[config.mk]
export PLATFORM = sky130hd
export DESIGN_NAME = sdr_refresh_sched
export DESIGN_NICKNAME = d
export VERILOG_FILES = /design/src/rtl/sdr_rf_pkg.sv /design/src/rtl/sdr_rf_ivl_cnt.sv /design/src/rtl/sdr_rf_recov.sv /design/src/rtl/sdr_rf_blk_en.sv /design/src/rtl/sdr_refresh_sched.sv
export SDC_FILE = /design/constraint.sdc
export NUM_CORES = 1
export LEC_CHECK = 0
export ABC_AREA = 1
export BUFFER_PORTS_ARGS = -buffer_cell sky130_fd_sc_hd__buf_2
export CORE_MARGIN = 5
export CORE_UTILIZATION = 50
export DETAILED_ROUTE_END_ITERATION = 10
export PLACE_DENSITY_LB_ADDON = 0.2
export SYNTH_ARGS = -nofsm -noshare
export SYNTH_HDL_FRONTEND = slang
export SYNTH_SLANG_ARGS = --single-unit
[constraint.sdc]
create_clock -name clk -period 1.64 [get_ports clk]
set_input_delay 0.246 -clock clk [delete_from_list [all_inputs] [get_ports clk]]
set_output_delay 0.246 -clock clk [all_outputs]
set_load 0.01 [all_outputs]
[src/rtl/sdr_rf_pkg.sv]
package sdr_rf_pkg;

   typedef enum logic [2:0] {
      OP_NOP    = 3'd0,
      OP_AR_ON  = 3'd1,
      OP_AR_OFF = 3'd2,
      OP_SR_IN  = 3'd3,
      OP_SR_OUT = 3'd4
   } rf_op_e;

   typedef enum logic {
      MODE_LIVE = 1'b0,
      MODE_SELF = 1'b1
   } rf_mode_e;

   // recovery length in clocks for a 2-bit code; codes 2 and 3 share the longest
   function automatic int unsigned gap_clocks(input logic [1:0] code, input int unsigned unit);
      case (code)
         2'd0:    return unit;
         2'd1:    return 2 * unit;
         default: return 3 * unit;
      endcase
   endfunction

endpackage

[src/rtl/sdr_rf_ivl_cnt.sv]
module sdr_rf_ivl_cnt #(
   parameter int CNT_W = 16
) (
   input  logic             clk,
   input  logic             rst_n,
   input  logic             load_i,
   input  logic             run_i,
   input  logic [CNT_W-1:0] ivl_i,
   output logic             zero_o
);

   logic [CNT_W-1:0] cnt_q;
   logic [CNT_W-1:0] reload;

   // counting down to zero from ivl-1 spaces events exactly ivl clocks apart
   assign reload = (ivl_i == '0) ? '0 : ivl_i - CNT_W'(1);

   always_ff @(posedge clk or negedge rst_n) begin
      if (!rst_n) begin
         cnt_q <= '0;
      end else if (load_i) begin
         cnt_q <= reload;
      end else if (run_i && cnt_q != '0) begin
         cnt_q <= cnt_q - CNT_W'(1);
      end
   end

   assign zero_o = (cnt_q == '0);

endmodule

[src/rtl/sdr_rf_recov.sv]
module sdr_rf_recov
   import sdr_rf_pkg::*;
#(
   parameter int RECOV_UNIT = 3,
   localparam int REC_W     = $clog2(3 * RECOV_UNIT + 1)
) (
   input  logic       clk,
   input  logic       rst_n,
   input  logic       start_i,
   input  logic [1:0] sel_i,
   output logic       active_o
);

   logic [REC_W-1:0] rem_q;

   always_ff @(posedge clk or negedge rst_n) begin
      if (!rst_n) begin
         rem_q <= '0;
      end else if (start_i) begin
         rem_q <= REC_W'(gap_clocks(sel_i, RECOV_UNIT));
      end else if (rem_q != '0) begin
         rem_q <= rem_q - REC_W'(1);
      end
   end

   assign active_o = (rem_q != '0);

endmodule

[src/rtl/sdr_rf_blk_en.sv]
module sdr_rf_blk_en #(
   parameter int NBLK    = 2,
   localparam int BLK_W  = (NBLK > 1) ? $clog2(NBLK) : 1
) (
   input  logic             clk,
   input  logic             rst_n,
   input  logic             set_i,
   input  logic             clr_i,
   input  logic [BLK_W-1:0] blk_i,
   output logic [NBLK-1:0]  mask_o
);

   for (genvar b = 0; b < NBLK; b++) begin : g_blk
      logic hit;
      assign hit = (blk_i == BLK_W'(b));
      always_ff @(posedge clk or negedge rst_n) begin
         if (!rst_n) begin
            mask_o[b] <= 1'b0;
         end else if (set_i && hit) begin
            mask_o[b] <= 1'b1;
         end else if (clr_i && hit) begin
            mask_o[b] <= 1'b0;
         end
      end
   end

endmodule

[src/rtl/sdr_refresh_sched.sv]
module sdr_refresh_sched
   import sdr_rf_pkg::*;
#(
   parameter int NBLK       = 2,
   parameter int CNT_W      = 16,
   parameter int RECOV_UNIT = 3,
   localparam int BLK_W     = (NBLK > 1) ? $clog2(NBLK) : 1
) (
   input  logic             clk,
   input  logic             rst_n,
   input  logic [CNT_W-1:0] interval_i,
   input  logic [1:0]       recov_sel_i,
   input  logic             cmd_vld_i,
   input  logic [2:0]       cmd_op_i,
   input  logic [BLK_W-1:0] cmd_blk_i,
   output logic             cmd_rdy_o,
   output logic             cmd_done_o,
   input  logic             seq_idle_i,
   output logic             ref_cmd_o,
   output logic [NBLK-1:0]  ref_cs_o,
   output logic             ref_active_o,
   output logic             busy_o,
   output logic             self_ref_o
);

   if (NBLK < 1) begin : g_bad_nblk
      $error("NBLK must be at least 1");
   end
   if (CNT_W < 4) begin : g_bad_cnt
      $error("CNT_W must be at least 4");
   end
   if (RECOV_UNIT < 1) begin : g_bad_unit
      $error("RECOV_UNIT must be at least 1");
   end

   rf_op_e          op;
   rf_mode_e        mode_q;
   logic [NBLK-1:0] en_mask;
   logic            any_en, zero, due, rec_active, issue, acc, load, run;
   logic            ref_cmd_q, done_q;
   logic [NBLK-1:0] ref_cs_q;

   assign op     = rf_op_e'(cmd_op_i);
   assign any_en = |en_mask;
   assign due    = zero && any_en && (mode_q == MODE_LIVE);

   // a pending or recovering refresh blocks new commands; self-refresh always listens
   assign cmd_rdy_o = (mode_q == MODE_SELF) || (!rec_active && !due);
   assign acc       = cmd_vld_i && cmd_rdy_o;
   assign issue     = (mode_q == MODE_LIVE) && due && !rec_active && seq_idle_i;

   assign load = issue
              || (acc && op == OP_AR_ON)
              || (acc && op == OP_SR_OUT && mode_q == MODE_SELF);
   assign run  = any_en && (mode_q == MODE_LIVE);

   sdr_rf_ivl_cnt #(.CNT_W(CNT_W)) u_ivl (
      .clk    (clk),
      .rst_n  (rst_n),
      .load_i (load),
      .run_i  (run),
      .ivl_i  (interval_i),
      .zero_o (zero)
   );

   sdr_rf_recov #(.RECOV_UNIT(RECOV_UNIT)) u_recov (
      .clk      (clk),
      .rst_n    (rst_n),
      .start_i  (issue),
      .sel_i    (recov_sel_i),
      .active_o (rec_active)
   );

   sdr_rf_blk_en #(.NBLK(NBLK)) u_blk (
      .clk    (clk),
      .rst_n  (rst_n),
      .set_i  (acc && op == OP_AR_ON),
      .clr_i  (acc && op == OP_AR_OFF),
      .blk_i  (cmd_blk_i),
      .mask_o (en_mask)
   );

   always_ff @(posedge clk or negedge rst_n) begin
      if (!rst_n) begin
         mode_q    <= MODE_LIVE;
         ref_cmd_q <= 1'b0;
         ref_cs_q  <= '0;
         done_q    <= 1'b0;
      end else begin
         ref_cmd_q <= issue;
         ref_cs_q  <= issue ? en_mask : '0;
         done_q    <= acc;
         if (acc && op == OP_SR_IN) begin
            mode_q <= MODE_SELF;
         end else if (acc && op == OP_SR_OUT) begin
            mode_q <= MODE_LIVE;
         end
      end
   end

   assign ref_cmd_o    = ref_cmd_q;
   assign ref_cs_o     = ref_cs_q;
   assign cmd_done_o   = done_q;
   assign ref_active_o = rec_active;
   assign self_ref_o   = (mode_q == MODE_SELF);
   assign busy_o       = rec_active || due || (mode_q == MODE_SELF);

endmodule

* Word level (Yosys, flattened, before mapping)
Cells that the tools add are included.
Word-level totals: bits in registers 27
Operators by class: eq/ne operators 5, mux-type cells 13, $add $sub $neg 3, bitwise gates (word level) 2, reductions and logical operators 36
Operators by type and width (number):
- two-way mux 16 bit | 3
- logical NOT 16 bit | 2
- subtractor 16 x 1 -> 16 bit, second input constant | 2
- logical AND 1 bit | 18
- nonzero test 16 bit | 1
- nonzero test 2 bit | 5
- two-way mux 4 bit | 2
- case mux 4 bit (2 select lines) | 1
- == test 3 x 2 -> 1 bit, second input constant | 2
- two-way mux 1 bit | 6
- logical OR 1 bit | 5
- nonzero test 4 bit | 1
- subtractor 4 x 1 -> 4 bit, second input constant | 1
- == test 3 x 1 -> 1 bit, second input constant | 1
- == test 3 bit, second input constant | 1
- == test 2 x 1 -> 1 bit, second input constant | 1
- logical NOT 1 bit | 2
- logical NOT 2 bit | 1
- two-way mux 2 bit | 1
- inverter 1 bit | 2
- OR reduction 2 bit | 1

* Depth between registers and ports, before layout
Gate-level depths: netlist of run 1.
word-level depth 11, depth in mapped cells 14, gate-level depth less buffers 14

* Modules after synthesis
From an unflattened synthesis of run 1, not the netlist that was laid out.
Second synthesis, totals: cells, all modules 366, area total of the unflattened synthesis 2249.7 sq um
Modules (own cells, without submodules):
- sdr_rf_ivl_cnt | sequential area each 400.4 sq um, area an instance 1604.0 sq um, times used 1, cells an instance 279
- sdr_refresh_sched | sequential area each 125.1 sq um, area an instance 285.3 sq um, times used 1, cells an instance 37
- sdr_rf_recov | sequential area each 100.1 sq um, area an instance 276.5 sq um, times used 1, cells an instance 39
- sdr_rf_blk_en | sequential area each 50.0 sq um, area an instance 83.8 sq um, times used 1, cells an instance 11

* Least setup slack after synthesis of run 1
No wires, ideal clock.
kind register to register, start point reg u_recov.rem_q[0], end point reg u_ivl.cnt_q[15], path buffers 1, data required time 1515 ps, arrival time 1694 ps, setup time 125 ps, slack -179 ps, stages on the path, launching flop included 14, clock period less this slack 1819 ps, path through dfrtp_1 > inv_1 > ha_1 > nand3_1 > clkinv_1 > nand2_2 > nand2_4 > nand3_4 > nand2_4 > inv_6 > nand2_4 > buf_6 > nand2_1 > nand3_1
Between the ends: word-level cells in the longest chain between the ends 9, elaborated cells between the ends (all ways) 14
Ends and longest elaborated chain:
- start, declared | RTL line sdr_rf_recov.sv:14 | logic [REC_W-1:0] rem_q;
- start signal, assigned | RTL line sdr_rf_recov.sv:20 | rem_q <= REC_W'(gap_clocks(sel_i, RECOV_UNIT));
- start signal, assigned | RTL line sdr_rf_recov.sv:22 | rem_q <= rem_q - REC_W'(1);
- nonzero test 4 bit (*) | RTL line sdr_rf_recov.sv:26 | assign active_o = (rem_q != '0);
- named net ref_active_o | RTL line sdr_refresh_sched.sv:21 | output logic ref_active_o,
- logical NOT 1 bit (*) | RTL line sdr_refresh_sched.sv:48 | assign cmd_rdy_o = (mode_q == MODE_SELF) || (!rec_active && !due);
- logical AND 1 bit (*) | RTL line sdr_refresh_sched.sv:48
- logical OR 1 bit (*) | RTL line sdr_refresh_sched.sv:48
- named net cmd_rdy_o | RTL line sdr_refresh_sched.sv:16 | output logic cmd_rdy_o,
- logical AND 1 bit (*) | RTL line sdr_refresh_sched.sv:49 | assign acc = cmd_vld_i && cmd_rdy_o;
- logical AND 1 bit, on equally long branches | RTL line sdr_refresh_sched.sv:53, sdr_refresh_sched.sv:54
- logical OR 1 bit / logical AND 1 bit (equally long branches) | RTL line sdr_refresh_sched.sv:53, sdr_refresh_sched.sv:54
- logical OR 1 bit (*) | RTL line sdr_refresh_sched.sv:54 | || (acc && op == OP_SR_OUT && mode_q == MODE_SELF);
- two-way mux 16 bit / nonzero test 2 bit (equally long branches)
- end signal, assigned | RTL line sdr_rf_ivl_cnt.sv:22 | cnt_q <= reload;
- end signal, assigned | RTL line sdr_rf_ivl_cnt.sv:24 | cnt_q <= cnt_q - CNT_W'(1);
- end, declared | RTL line sdr_rf_ivl_cnt.sv:12 | logic [CNT_W-1:0] cnt_q;
Mark *: on every way through the listed nets, which the timed path passes. The rest lies on a longest branch. A chain may end at the register's enable or synchronous reset.

* Worst setup path after layout of run 1
start point reg u_ivl.cnt_q[2], end point reg u_ivl.cnt_q[11]
Between the ends: word-level cells in the longest chain between the ends 11, elaborated cells between the ends (all ways) 21
Ends and longest elaborated chain:
- branches (longest 11 deep; another with subtractor 16 x 1 -> 16 bit)
Parallel ways; which one is timed is not known. The select of a mux whose other input is x is not followed.

==> flow_results.org, run 1 <==
** Status
- The run finished, with violations left.
- Violations in the final reports :: setup timing

** Synthesis
- Most numerous cell in the Yosys netlist :: nand2_1
- Synthesis produced a netlist with a net count of 333.
- After synthesis, flip-flops and latches occupy 30.9% of the total area.
- The Yosys step of the flow raised 0 warnings.
- Flip-flop and latch count after synthesis :: 27
- The synthesized design devotes to its leading area cell type 30.9% of total area.
- Dominant synthesized flop cell :: dfrtp_1
- Main area contributors after synthesis :: dfrtp_1, nand2_1, nor2_1
- Share of flip-flops with an asynchronous set or reset :: 100%
- After technology mapping, the gate count stands at 301.
- In the synthesized netlist, the cells that appear most often are nand2_1, nor2_1, inv_1.
- Number of enable flip-flop cells after synthesis :: 0
- Number of distinct standard cells referenced by the synthesized netlist :: 37
- After synthesis, the mean cell area works out to 7.26 um^2.
- Mapped cell area :: 2180 um^2
- Area leader, netlist :: dfrtp_1

** STA
- Number of endpoints failing setup at the final stage :: 23
- Highest Clock Rate :: 559 MHz
- Setup repair after global routing could not meet its margin everywhere.
- On the final layout, the worst clock skew is 0.00233 ns.
- Setup TNS :: -2.48 ns
- Minimum clock period :: 1.79 ns
- Post-route clock period utilization :: 109%
- Transition time at the pin with the least slew margin :: 0.624 ns
- The number of slew-limit violations in the final report is 0.
- The number of failing hold endpoints at the final stage was 0.
- Post-route setup slack :: -0.149 ns
- Max-slew headroom :: 58.4%

** Clock tree
- Clk pin slew, worst setup/hold paths :: 0.10 ns
- TritonCTS built the clock tree.
- Counting every sink on the clock net gives 27.
- Max H-tree Level :: 1
- Longest Clk Path Bufs :: 2
- The tree is rooted in a clkbuf_8.
- Number of buffers created by CTS :: 3
- Worst-Skew Late Latency :: 0.27 ns

** Drt
- Count of TritonRoute iterations in the first routing pass :: 4
- Via Count :: 2475
- DRC errors left :: 0
- Dividing the detail-routed wire length by the instance count gives 14.4 um.
- Via/cell ratio :: 5.28
- Remaining number of nets flagged by the antenna check after routing :: 0
- After the first detailed-routing iteration, the DRC count stood at 102.
- For this block, the routed nets add up to 6760 um of wire.

** Worst hold path
- Worst Hold Path Cells :: 2
- For hold timing, the worst endpoint is self_ref_o.
- The worst hold path begins at cmd_op_i[2].
- The min-delay analysis places its worst path in the category input port to register.

** Place
- Half-perimeter wire length of the detailed placement result :: 4700 um
- Gp weighted congestion :: 0.925
- Input and output buffers added on the ports amount to 33.
- The placed instances occupy a cell area of 2900 um^2.

** Global route
- The initial antenna violation count is 0.
- The total overflow left after global routing is 0.
- The first global-routing pass estimated 10700 um of wire.
- Global routing used 22.1% of the available tracks.
- Largest net degree at the start of global routing :: 28
- The via count of the first global-routing pass came to 2388.

** Die
- Height of the die :: 76.1 um
- I/O pin total :: 34
- Floorplan die width :: 76.1 um
- The initial utilization of the core area, before any placement, comes to 50.9%.
- The core region is 4290 um^2.
- The floorplan has 24 rows.
- Die area :: 5790 um^2

** Finish
- Relative to the synthesized area, the layout overhead comes to 52.8%.
- Cell area after layout :: 3340 um^2
- The layout has 306 filler cells.
- Fraction of final layout cells sized beyond drive strength 1 :: 44.8%
- In the final design database the tool counted 450 nets.
- Inserted Diodes :: 0
- Post-Route Utilization :: 77.7%

** Power
- Power density over the cells :: 1450 nW/um^2
- The analysis attributes to cell leakage a power of 0.00166 uW.
- Final Power :: 4840 uW
- IR analysis of the VDD net gives a maximum drop of 0.905 mV.

** Critical path
- Delay of the slowest cell on the worst path :: 0.40 ns
- In this run the worst setup path begins at u_ivl.cnt_q[2].
- The startpoint identified for the worst register-to-register timing path is u_ivl.cnt_q[2].
- Setup slack on the worst flop-to-flop path :: -0.15 ns
- The endpoint identified for the worst register-to-register timing path is u_ivl.cnt_q[11].
- Data on the critical path is required at its endpoint by 1.86 ns.
- Critical Path Sink Type :: register
- Crit start category :: register
- Worst setup path class :: register to register
- The largest individual stage delay along the critical path comes from the cell dfrtp_1.
- Along the worst path, the maximum fanout reaches 3.
- At the worst endpoint, the arrival time is 2.01 ns.
- Cells along the critical path :: buf_4 > nor2_1 > inv_1 > nor2_2 > inv_1 > nor2_1 > nand2_1 > nor2_2 > nand2_1 > a21oi_1 > nand3_1 > nand3_1
- Measured in cells, the most critical reg-to-reg path has a length of 12.

** Flow run
- Reported max-cap violation count :: 0
cells by family after synthesis:
kind of cell               after synthesis  share of synthesized area [%]
and+or+nand+nor                        177                           40.7
buffers and inverters                   44                           8.65
adders and majority gates                6                           3.44
xor gates and xnor gates                25                           10.0
AOI/OAI and AO/OA                       22                           6.30
DFF                                     27                           30.9
registers in the layout, summed over array words and instances (netlist names):
name and count:
u_ivl.cnt_q 16, u_recov.rem_q 4, ref_cs_o 2, u_blk.mask_o 2, cmd_done_o 1, ref_cmd_o 1
self_ref_o 1
where the power goes:
part | switching, uW | internal (uW) | leakage (uW)
sequential | 180 | 941 | 0.000341
clock | 230 | 173 | 0.0000217
combinational | 1670 | 1640 | 0.00130
what timing repair did:
action	in CTS	in global routing
buffers inserted	14	9
hold endpoints to repair	27	0
endpoints found under the setup margin	20	25
resized for setup	47	24
pin swaps	10	14
hold buffers	1	0
worst max path at each step:
| stage | end | slack (ns) |
|---|---|---|
| 2_1_floorplan | u_ivl.cnt_q[12] | -0.05 |
| 3_3_place_gp | u_ivl.cnt_q[12] | -0.12 |
| 3_5_place_dp | u_ivl.cnt_q[5] | -0.17 |
| 4_1_cts | busy_o | -0.11 |
| 5_1_grt | u_ivl.cnt_q[11] | -0.28 |
| 6_report | u_ivl.cnt_q[11] | -0.15 |
per-stage QoR:
stage	hold slack, ns	setup WS, ns	std cells
3_5_place_dp	0.291	-0.168	442
5_1_grt	0.152	-0.283	469
2_1_floorplan	-0.0496	-0.0490	301
4_1_cts	0.178	-0.113	461
3_3_place_gp	0.294	-0.124	442
6_report	0.160	-0.149	469
layer usage:
metal / track usage (%) / part of all wire [%] / up-vias
li1: - / - / 1231
met1: 27.2 / 39 / 1149
met2: 40.3 / 53 / 77
met3: 2.60 / 5.1 / 18
met4: 5.77 / 2.6 / 0
met5: 0 / 0 / -
area by class of cell:
class | count | area [um^2] | share of cell area (%)
inverter | 36 | 148 | 4.42
tap | 52 | 65.1 | 1.95
timing repair buffer | 120 | 883 | 26.5
sequential | 27 | 676 | 20.2
clock inverter | 1 | 7.51 | 0.225
multi-input combinational | 230 | 1520 | 45.5
clock buffer | 3 | 41.3 | 1.24
cells in the final DEF, fill, tap and decap left out, types with 3 or more instances in the layout:
| cell | netlist | final |
|---|---|---|
| dfrtp_1 | 27 | 27 |
| inv_2 | 1 | 6 |
| xor2_1 | 15 | 15 |
| nor2_1 | 45 | 41 |
| nand3_2 | 1 | 8 |
| ha_1 | 6 | 4 |
| inv_1 | 32 | 26 |
| buf_4 | 2 | 75 |
| nand4_1 | 26 | 26 |
| clkbuf_8 | 0 | 3 |
| buf_2 | 3 | 33 |
| o21ai_1 | 0 | 6 |
| buf_6 | 1 | 8 |
| nand2_2 | 4 | 14 |
| nor2_2 | 3 | 7 |
| nor3_1 | 8 | 7 |
| nand3_1 | 26 | 18 |
| nor4_1 | 3 | 3 |
| nand2_4 | 3 | 7 |
| xnor2_1 | 10 | 10 |
| nand2_1 | 51 | 36 |
worst max-delay path, delay by kind of cell, from the launching register on:
family / cells / cell delay, ns
AOI/OAI and AO/OA: 1 / 0.13
DFF: 1 / 0.40
and+or+nand+nor: 8 / 0.92
buffers and inverters: 3 / 0.29
Power figures use the tool's default switching activity.
==> run 2: changes to the inputs <==
CORE_MARGIN = 8   (was 5)
GPL_ROUTABILITY_DRIVEN = 1   (was not set)
RECOVER_POWER = 25   (was not set)
==> run 2 against run 1 <==
The run still ends with setup timing left; utilization shrank 5.5 points; worst hold slack gained 0.018 ns; non-clock buffer count shrank 15; final cell count shrank 3.2%; routed wire length shrank 7.1%; design area shrank 7.1%; count of clock-buffer cells in the layout grew 1; global-route usage shrank 2.6 points; register-to-register slack gained 0.03 ns; critical endpoint is now u_ivl.cnt_q[13]; highest routed layer unchanged.
==> flow_results.org, run 2 (synthesis results as in run 1) <==
** STA
- The minimum clock period came to 1.76 ns (was 1.79 ns).
- The number of failing setup endpoints in the final timing report came to 23 (unchanged).
- Post-route setup slack :: -0.116 ns (was -0.149 ns)
- The number of slew-limit violations in the final report came to 0 (unchanged).
- The actual transition at the worst max-transition pin came to 0.700 ns (was 0.624 ns).
- The setup TNS was -1.58 ns (was -2.48 ns).
- Final clock skew :: 0.00430 ns (was 0.00233 ns)
- The remaining max-slew budget at the tightest pin was 53.4% (was 58.4%).
- Final Hold Vio Count :: 0 (unchanged)
- Post-route clock period utilization :: 107% (was 109%)
- The maximum clock frequency is 570 MHz (was 559 MHz).
- RSZ-0062 raised after global routing :: true (unchanged)

** Place
- Gp weighted congestion :: 0.895 (was 0.925)
- Placed instance area :: 2870 um^2 (was 2900 um^2)
- Number of buffers inserted by port buffering :: 33 (unchanged)
- The detailed placer's ending HPWL is 4790 um (was 4700 um).
- The cell count after placement is 438 (was 442).

** Critical path
- Data arrival time at the worst-slack endpoint :: 1.93 ns (was 2.01 ns)
- The category of the most critical setup path is register to register (unchanged).
- Critical Path Sink Type :: register (unchanged)
- The critical path required time was 1.81 ns (was 1.86 ns).
- Max FO, Critical Path :: 13 (was 3)
- Crit start category :: register (unchanged)

** Drt
- Via Count :: 2366 (was 2475)
- The total wire length after detailed routing came to 6280 um (was 6760 um).
- Routed wire per std cell :: 13.8 um (was 14.4 um)
- The first-pass iteration count of the detailed router is 4 (unchanged).
- DRC errors left :: 0 (unchanged)
- Number of design-rule violations left by the first detailed-router iteration :: 122 (was 102)
- The count of antenna-violating nets left after detailed routing is 0 (unchanged).
- The post-detailed-route via-to-cell ratio was 5.21 (was 5.28).

** Die
- The I/O pin total was 34 (unchanged).
- Area of the core :: 4290 um^2 (unchanged)
- The number of placement rows is 24 (unchanged).
- The area of the die came to 6740 um^2 (was 5790 um^2).
- Height of the die :: 82.1 um (was 76.1 um)
- Floorplan die width :: 82.1 um (was 76.1 um)
- The initial standard-cell utilization of the core came to 50.9% (unchanged).

** Finish
- The register containing the most flip-flops in the final layout was u_ivl.cnt_q (unchanged).
- Commonest cells after routing, fill and taps aside :: buf_4, nand2_1, nor2_1 (was buf_4, nor2_1, nand2_1)
- Final-layout fill cell count :: 347 (was 306)
- The net count of the finished layout came to 435 (was 450).
- The non-filler instance count after layout came to 454 (was 469).
- Area growth from synthesis to layout :: 41.9% (was 52.8%)
- Max FFs per register :: 16 (unchanged)
- Inserted Diodes :: 0 (unchanged)
- Cell area after layout :: 3100 um^2 (was 3340 um^2)
- The most common cell after layout, fill and taps aside was buf_4 (unchanged).
- Registers with the most flip-flops :: u_ivl.cnt_q x16, u_recov.rem_q x4 (unchanged)
- The area used by sequential logic in the layout is 676 um^2 (unchanged).
- Area of combinational cells with multiple inputs :: 1430 um^2 (was 1520 um^2)
- Fraction of final layout cells sized beyond drive strength 1 :: 38.1% (was 44.8%)

** Power
- The net switching power was 1900 uW (was 2080 uW).
- Sw frac :: 43.1% (was 43.0%)
- Power density over the cells :: 1420 nW/um^2 (was 1450 nW/um^2)
- The power share of the combinational group is 65.8% (was 68.5%).
- The clock group share of total power came to 8.9% (was 8.3%).
- The leakage power is 0.00151 uW (was 0.00166 uW).
- Flop pwr share :: 25.3% (was 23.2%)
- The design internal power was 2510 uW (was 2760 uW).
- The worst IR drop on VDD is 0.845 mV (was 0.905 mV).

** Worst hold path
- The kind of path behind the tightest hold check is input port to register (unchanged).

** Clock tree
- The TritonCTS sink count was 27 (unchanged).
- The maximum count of clock buffers along a single path was 2 (unchanged).
- Worst-Skew Late Latency :: 0.28 ns (was 0.27 ns)
- The CTS tree is yes (unchanged).
- Root cell of the clock tree :: clkbuf_8 (unchanged)
- The H-tree depth is 1 (unchanged).
- Number of buffers created by CTS :: 3 (unchanged)
- The clock transition at the registers of the reported paths was 0.10 ns (about the same).

** Global route
- Overall global routing resource usage :: 19.5% (was 22.1%)
- The via count of the first global-routing pass came to 2390 (was 2388).
- Largest net degree at the start of global routing :: 28 (unchanged)
- Global-route wire length before repair :: 10400 um (was 10700 um)
- Total overflow reported by the global router :: 0 (unchanged)
- The initial antenna violation count was 0 (unchanged).

** Status
- Violations in the final reports :: setup timing (unchanged)
- Run status: finished with violations (unchanged).

** Flow run
- Reported max-cap violation count :: 0 (unchanged)
run 2: through the flow:
stage | hold slack [ns] | total power [uW] | utilization [%] | setup WS [ns]
final | 0.178 | 4400 | 72.2 | -0.116
after global routing | 0.214 | 4770 | 72.2 | -0.241
after CTS | 0.179 | 4280 | 70.6 | -0.0872
after detailed placement | 0.296 | 3710 | 66.9 | -0.230
after global placement | 0.294 | 3650 | 66.9 | -0.198
after floorplan | -0.0496 | 2600 | - | -0.0490
run 2: path summary, 6_finish.rpt:
| path | depth (start not counted) | endpoint | start | slack [ns] |
|---|---|---|---|---|
| min reg2reg | 2 | u_blk.mask_o[1] | u_blk.mask_o[1] | 0.50 |
| max reg2reg | 14 | u_ivl.cnt_q[13] | u_ivl.cnt_q[0] | -0.12 |
| max | 14 | u_ivl.cnt_q[13] | u_ivl.cnt_q[0] | -0.12 |
| min in group asynchronous | 2 | ref_cmd_o | rst_n | 0.54 |
| max in group asynchronous | 2 | u_ivl.cnt_q[6] | rst_n | 0.65 |
| min | 2 | self_ref_o | cmd_op_i[2] | 0.18 |
run 2: layer usage:
metal,track usage (%),up-vias,wire [um]
li1,-,1206,-
met5,0,-,0
met1,22.6,1107,2620
met3,2.38,9,258
met4,6.32,0,96
met2,36.0,44,3310
run 2: critical path, stage by stage, from the launching register on:
cell and delay [ns]:
dfrtp_1 0.40, inv_2 0.09, ha_4 0.14, nand2_4 0.05
nor2_4 0.10, nand3_2 0.08, nand2_2 0.11, nand2_4 0.08
nand3_4 0.10, nand2_4 0.06, inv_6 0.09, buf_12 0.13
o211ai_1 0.08, nand2_1 0.07, nand2_1 0.05
run 2: layout make-up:
class / count / area share (%)
Clock buffer: 4 / 1.45
Inverter: 36 / 4.68
Multi-Input combinational cell: 230 / 46.1
Sequential cell: 27 / 21.8
Tap cell: 52 / 2.10
Timing Repair Buffer: 105 / 23.8
run 2: power groups by stage:
stage,registers [uW],clock network [uW],logic (uW)
after CTS,1110,395,2780
final,1110,393,2900
after floorplan,1180,0,1430
after global routing,1140,415,3220
after detailed placement,1110,0,2610
after global placement,1100,0,2550
run 2: repair_timing:
action | 4_1_cts | 5_1_grt
resized for setup | 21 | 18
setup endpoints to repair | 21 | 25
endpoints found under the hold margin | 27 | 0
buffers inserted | 8 | 3
hold buffers | 1 | 0
pin swaps | 7 | 3
==> run 3: changes to the inputs <==
CORE_UTILIZATION = 52   (was 50)
==> run 3 against run 2 <==
The flow still finishes with violations (setup timing); power rose by 6.2%; largest cell class unchanged; routed wire length increased by 7.7%; combinational power rose by 8.3%; sequential share of layout area fell by 0.68 points; utilization increased by 7.2 points; worst hold slack worse by 0.016 ns; worst setup slack worse by 0.016 ns; via count up 5.2%; largest power group unchanged.
==> flow_results.org, run 3 (synthesis results as in run 1) <==
** Clock tree
- CTS tree :: yes (unchanged)
- Number of buffers created by CTS :: 3 (unchanged)
- Root cell of the clock tree :: clkbuf_8 (unchanged)
- Longest Clk Path Bufs :: 2 (unchanged)
- The H-tree depth came to 1 (unchanged).
- The TritonCTS sink count came to 27 (unchanged).
- The clock insertion delay at the later pin of the skew report is 0.28 ns (about the same).
- Clk pin slew, worst setup/hold paths :: 0.10 ns (about the same)

** Global route
- Via count of the first global-routing pass :: 2408 (was 2390)
- Overall global routing resource usage :: 20.6% (was 19.5%)
- Total overflow reported by the global router :: 0 (unchanged)
- The first-pass GRT wire length was 10800 um (was 10400 um).
- The maximum number of pins on one net before global-route repair came to 28 (unchanged).
- Initial antenna violation count :: 0 (unchanged)

** Power
- The leakage power was 0.00157 uW (was 0.00151 uW).
- The worst IR drop on VDD is 0.884 mV (was 0.845 mV).
- The power per cell area was 1460 nW/um^2 (was 1420 nW/um^2).
- The total design power is 4680 uW (was 4400 uW).

** Status
- Run status: finished with violations (unchanged).
- Violations in the final reports: setup timing (unchanged).

** Die
- The height of the chip came to 80.8 um (was 82.1 um).
- Floorplan die width :: 80.8 um (was 82.1 um)
- The I/O pin total came to 34 (unchanged).
- Die area :: 6530 um^2 (was 6740 um^2)
- The initial standard-cell utilization of the core was 54.2% (was 50.9%).
- The number of placement rows came to 23 (was 24).
- The placeable core region came to 4030 um^2 (was 4290 um^2).

** STA
- The worst hold margin came to 0.162 ns (was 0.178 ns).
- Final clock skew :: 0.00502 ns (was 0.00430 ns)
- The remaining max-slew budget at the tightest pin is 53.0% (was 53.4%).
- The actual transition at the worst max-transition pin is 0.706 ns (was 0.700 ns).
- The final cycle utilization of the critical path is 108% (was 107%).
- Number of endpoints failing setup at the final stage :: 22 (was 23)
- The minimum clock period was 1.77 ns (was 1.76 ns).
- Final Hold Vio Count :: 0 (unchanged)
- Post-route setup slack :: -0.131 ns (was -0.116 ns)
- RSZ-0062 raised after global routing: true (unchanged).
- Number of max-slew violations in the final report :: 0 (unchanged)
- The maximum clock frequency was 565 MHz (was 570 MHz).

** Critical path
- The worst flop-to-flop path startpoint is u_ivl.cnt_q[0] (unchanged).
- The critical-path maximum fanout came to 6 (was 13).
- The category of the most critical setup path is register to register (unchanged).
- Critical R2R Capture :: u_ivl.cnt_q[5] (was u_ivl.cnt_q[13])
- The critical path required time is 1.81 ns (about the same).
- The data arrival time of the critical path came to 1.94 ns (was 1.93 ns).
- Cells along the critical path: inv_2 > ha_4 > nand2_2 > nor2_4 > nand4_1 > clkinv_2 > nand2_4 > nand2_4 > clkinv_8 > clkbuf_16 > nand4_1 > nand3_1 (was inv_2 > ha_4 > nand2_4 > nor2_4 > nand3_2 > nand2_2 > nand2_4 > nand3_4 > nand2_4 > inv_6 > buf_12 > o211ai_1 > nand2_1 > nand2_1).
- The startpoint class of the critical path was a register (unchanged).
- The length in cells of the worst reg-to-reg path was 12 (was 14).
- Delay of the slowest cell on the worst path :: 0.40 ns (about the same)
- The endpoint kind of the worst setup timing path is a register (unchanged).
- Family with the most delay on the worst path :: simple AND/OR/NAND/NOR gates (unchanged)
- The worst reg-to-reg setup slack is -0.13 ns (was -0.12 ns).
- Buffer and inverter count on the worst path :: 4 (was 3)
- CP max stage cell :: dfrtp_1 (unchanged)

** Drt
- The violation count after the first detailed-routing iteration was 91 (was 122).
- The first-pass iteration count of the detailed router is 6 (was 4).
- Total routed wirelength :: 6770 um (was 6280 um)
- The detailed-route wire length per cell was 14.7 um (was 13.8 um).
- Remaining number of nets flagged by the antenna check after routing :: 0 (unchanged)
- The via total after detailed routing came to 2490 (was 2366).
- The post-detailed-route via-to-cell ratio is 5.42 (was 5.21).
- DRC errors left :: 0 (unchanged)

** Finish
- The synthesis-to-layout area growth was 46.5% (was 41.9%).
- Most frequent standard cell in the layout excluding fill and tap cells :: buf_4 (unchanged)
- Fraction of final layout cells sized beyond drive strength 1 :: 39.6% (was 38.1%)
- The non-filler instance count after layout was 459 (was 454).
- The utilization after layout came to 79.4% (was 72.2%).
- Commonest cells after routing, fill and taps aside: buf_4, nand2_1, nor2_1 (unchanged).
- Registers with the most flip-flops :: u_ivl.cnt_q x16, u_recov.rem_q x4 (unchanged)
- Reg with most FFs :: u_ivl.cnt_q (unchanged)
- The net count of the finished layout came to 442 (was 435).
- Max FFs per register :: 16 (unchanged)
- The number of antenna repair diodes came to 0 (unchanged).

** Worst hold path
- Worst Hold Path Cells :: 2 (unchanged)
- The worst hold endpoint was self_ref_o (unchanged).
- Origin of the worst min-delay path :: cmd_op_i[2] (unchanged)
- Worst Hold Class :: input port to register (unchanged)

** Place
- The detailed placer's ending HPWL is 4850 um (was 4790 um).
- The number of port buffers came to 33 (unchanged).
- The cell count after placement came to 441 (was 438).
- Gp weighted congestion :: 0.903 (was 0.895)
- Worst slack after detailed placement :: -0.126 ns (was -0.230 ns)

** Flow run
- The number of maximum-capacitance constraint violations was 0 (unchanged).
## run 3: changes by cell type in the layout (fill, tap and decap cells not counted), moves of 2 or more
cell / change
buf_4: +3
o21ai_1: +2
nand3_2: +2
buf_6: +2
nand3_1: -2
clkbuf_1: -3
nor2_2: -3
buf_2: +2
nor2_1: +3
o21ai_0: -2
## run 3: routing by layer
metal / up-vias / share of wire, % / track usage, %
met5: - / 0 / 0
met4: 0 / 1.7 / 6.43
met3: 10 / 5.2 / 2.76
met2: 74 / 51 / 36.3
met1: 1183 / 42 / 25.4
li1: 1223 / - / -
## run 3: worst register-to-register path, stage by stage (launching register included)
cell and delay [ns]:
dfrtp_1 0.40, inv_2 0.09, ha_4 0.13, nand2_2 0.06, nor2_4 0.13, nand4_1 0.17, clkinv_2 0.11, nand2_4 0.07
nand2_4 0.10, clkinv_8 0.09, clkbuf_16 0.16, nand4_1 0.06, nand3_1 0.09
## run 3: power breakdown
group	total [uW]	internal, uW	leakage [uW]	switching (uW)
logic	3140	1540	0.00121	1600
registers	1130	941	0.000341	189
clock network	403	175	0.0000228	228
total	4680	2660	0.00157	2020
## run 3: layout make-up
| type | instances | area (um^2) |
|---|---|---|
| Inverter | 36 | 153 |
| Clock buffer | 4 | 45.0 |
| Timing Repair Buffer | 111 | 828 |
| Sequential cell | 27 | 676 |
| Fill cell | 267 | 828 |
| Multi-Input combinational cell | 231 | 1440 |
| Tap cell | 50 | 62.6 |
## run 3: timing repair
action / CTS / global route
setup endpoints to repair: 19 / 24
cloned: 1 / 1
pin swaps: 5 / 14
resized for setup: 16 / 26
endpoints found under the hold margin: 27 / 0
hold buffers: 1 / 0
buffers inserted: 4 / 7
## run 3: worst max path at each step
stage,from,to,slack [ns],depth (start not counted)
6_report,u_ivl.cnt_q[0],u_ivl.cnt_q[5],-0.13,12
4_1_cts,u_ivl.cnt_q[10],busy_o,-0.11,7
5_1_grt,u_ivl.cnt_q[0],u_ivl.cnt_q[14],-0.26,10
3_3_place_gp,u_ivl.cnt_q[13],u_ivl.cnt_q[13],-0.08,13
3_5_place_dp,u_ivl.cnt_q[6],u_ivl.cnt_q[3],-0.13,13
2_1_floorplan,u_ivl.cnt_q[11],u_ivl.cnt_q[12],-0.05,13
## run 3: per-stage QoR
stage	area, um^2	TNS, ns
finish	3200	-2.28
CTS	3060	-1.24
detailed placement	2920	-1.46
floorplan	2220	-0.494
global route	3200	-4.70
global placement	2920	-0.726
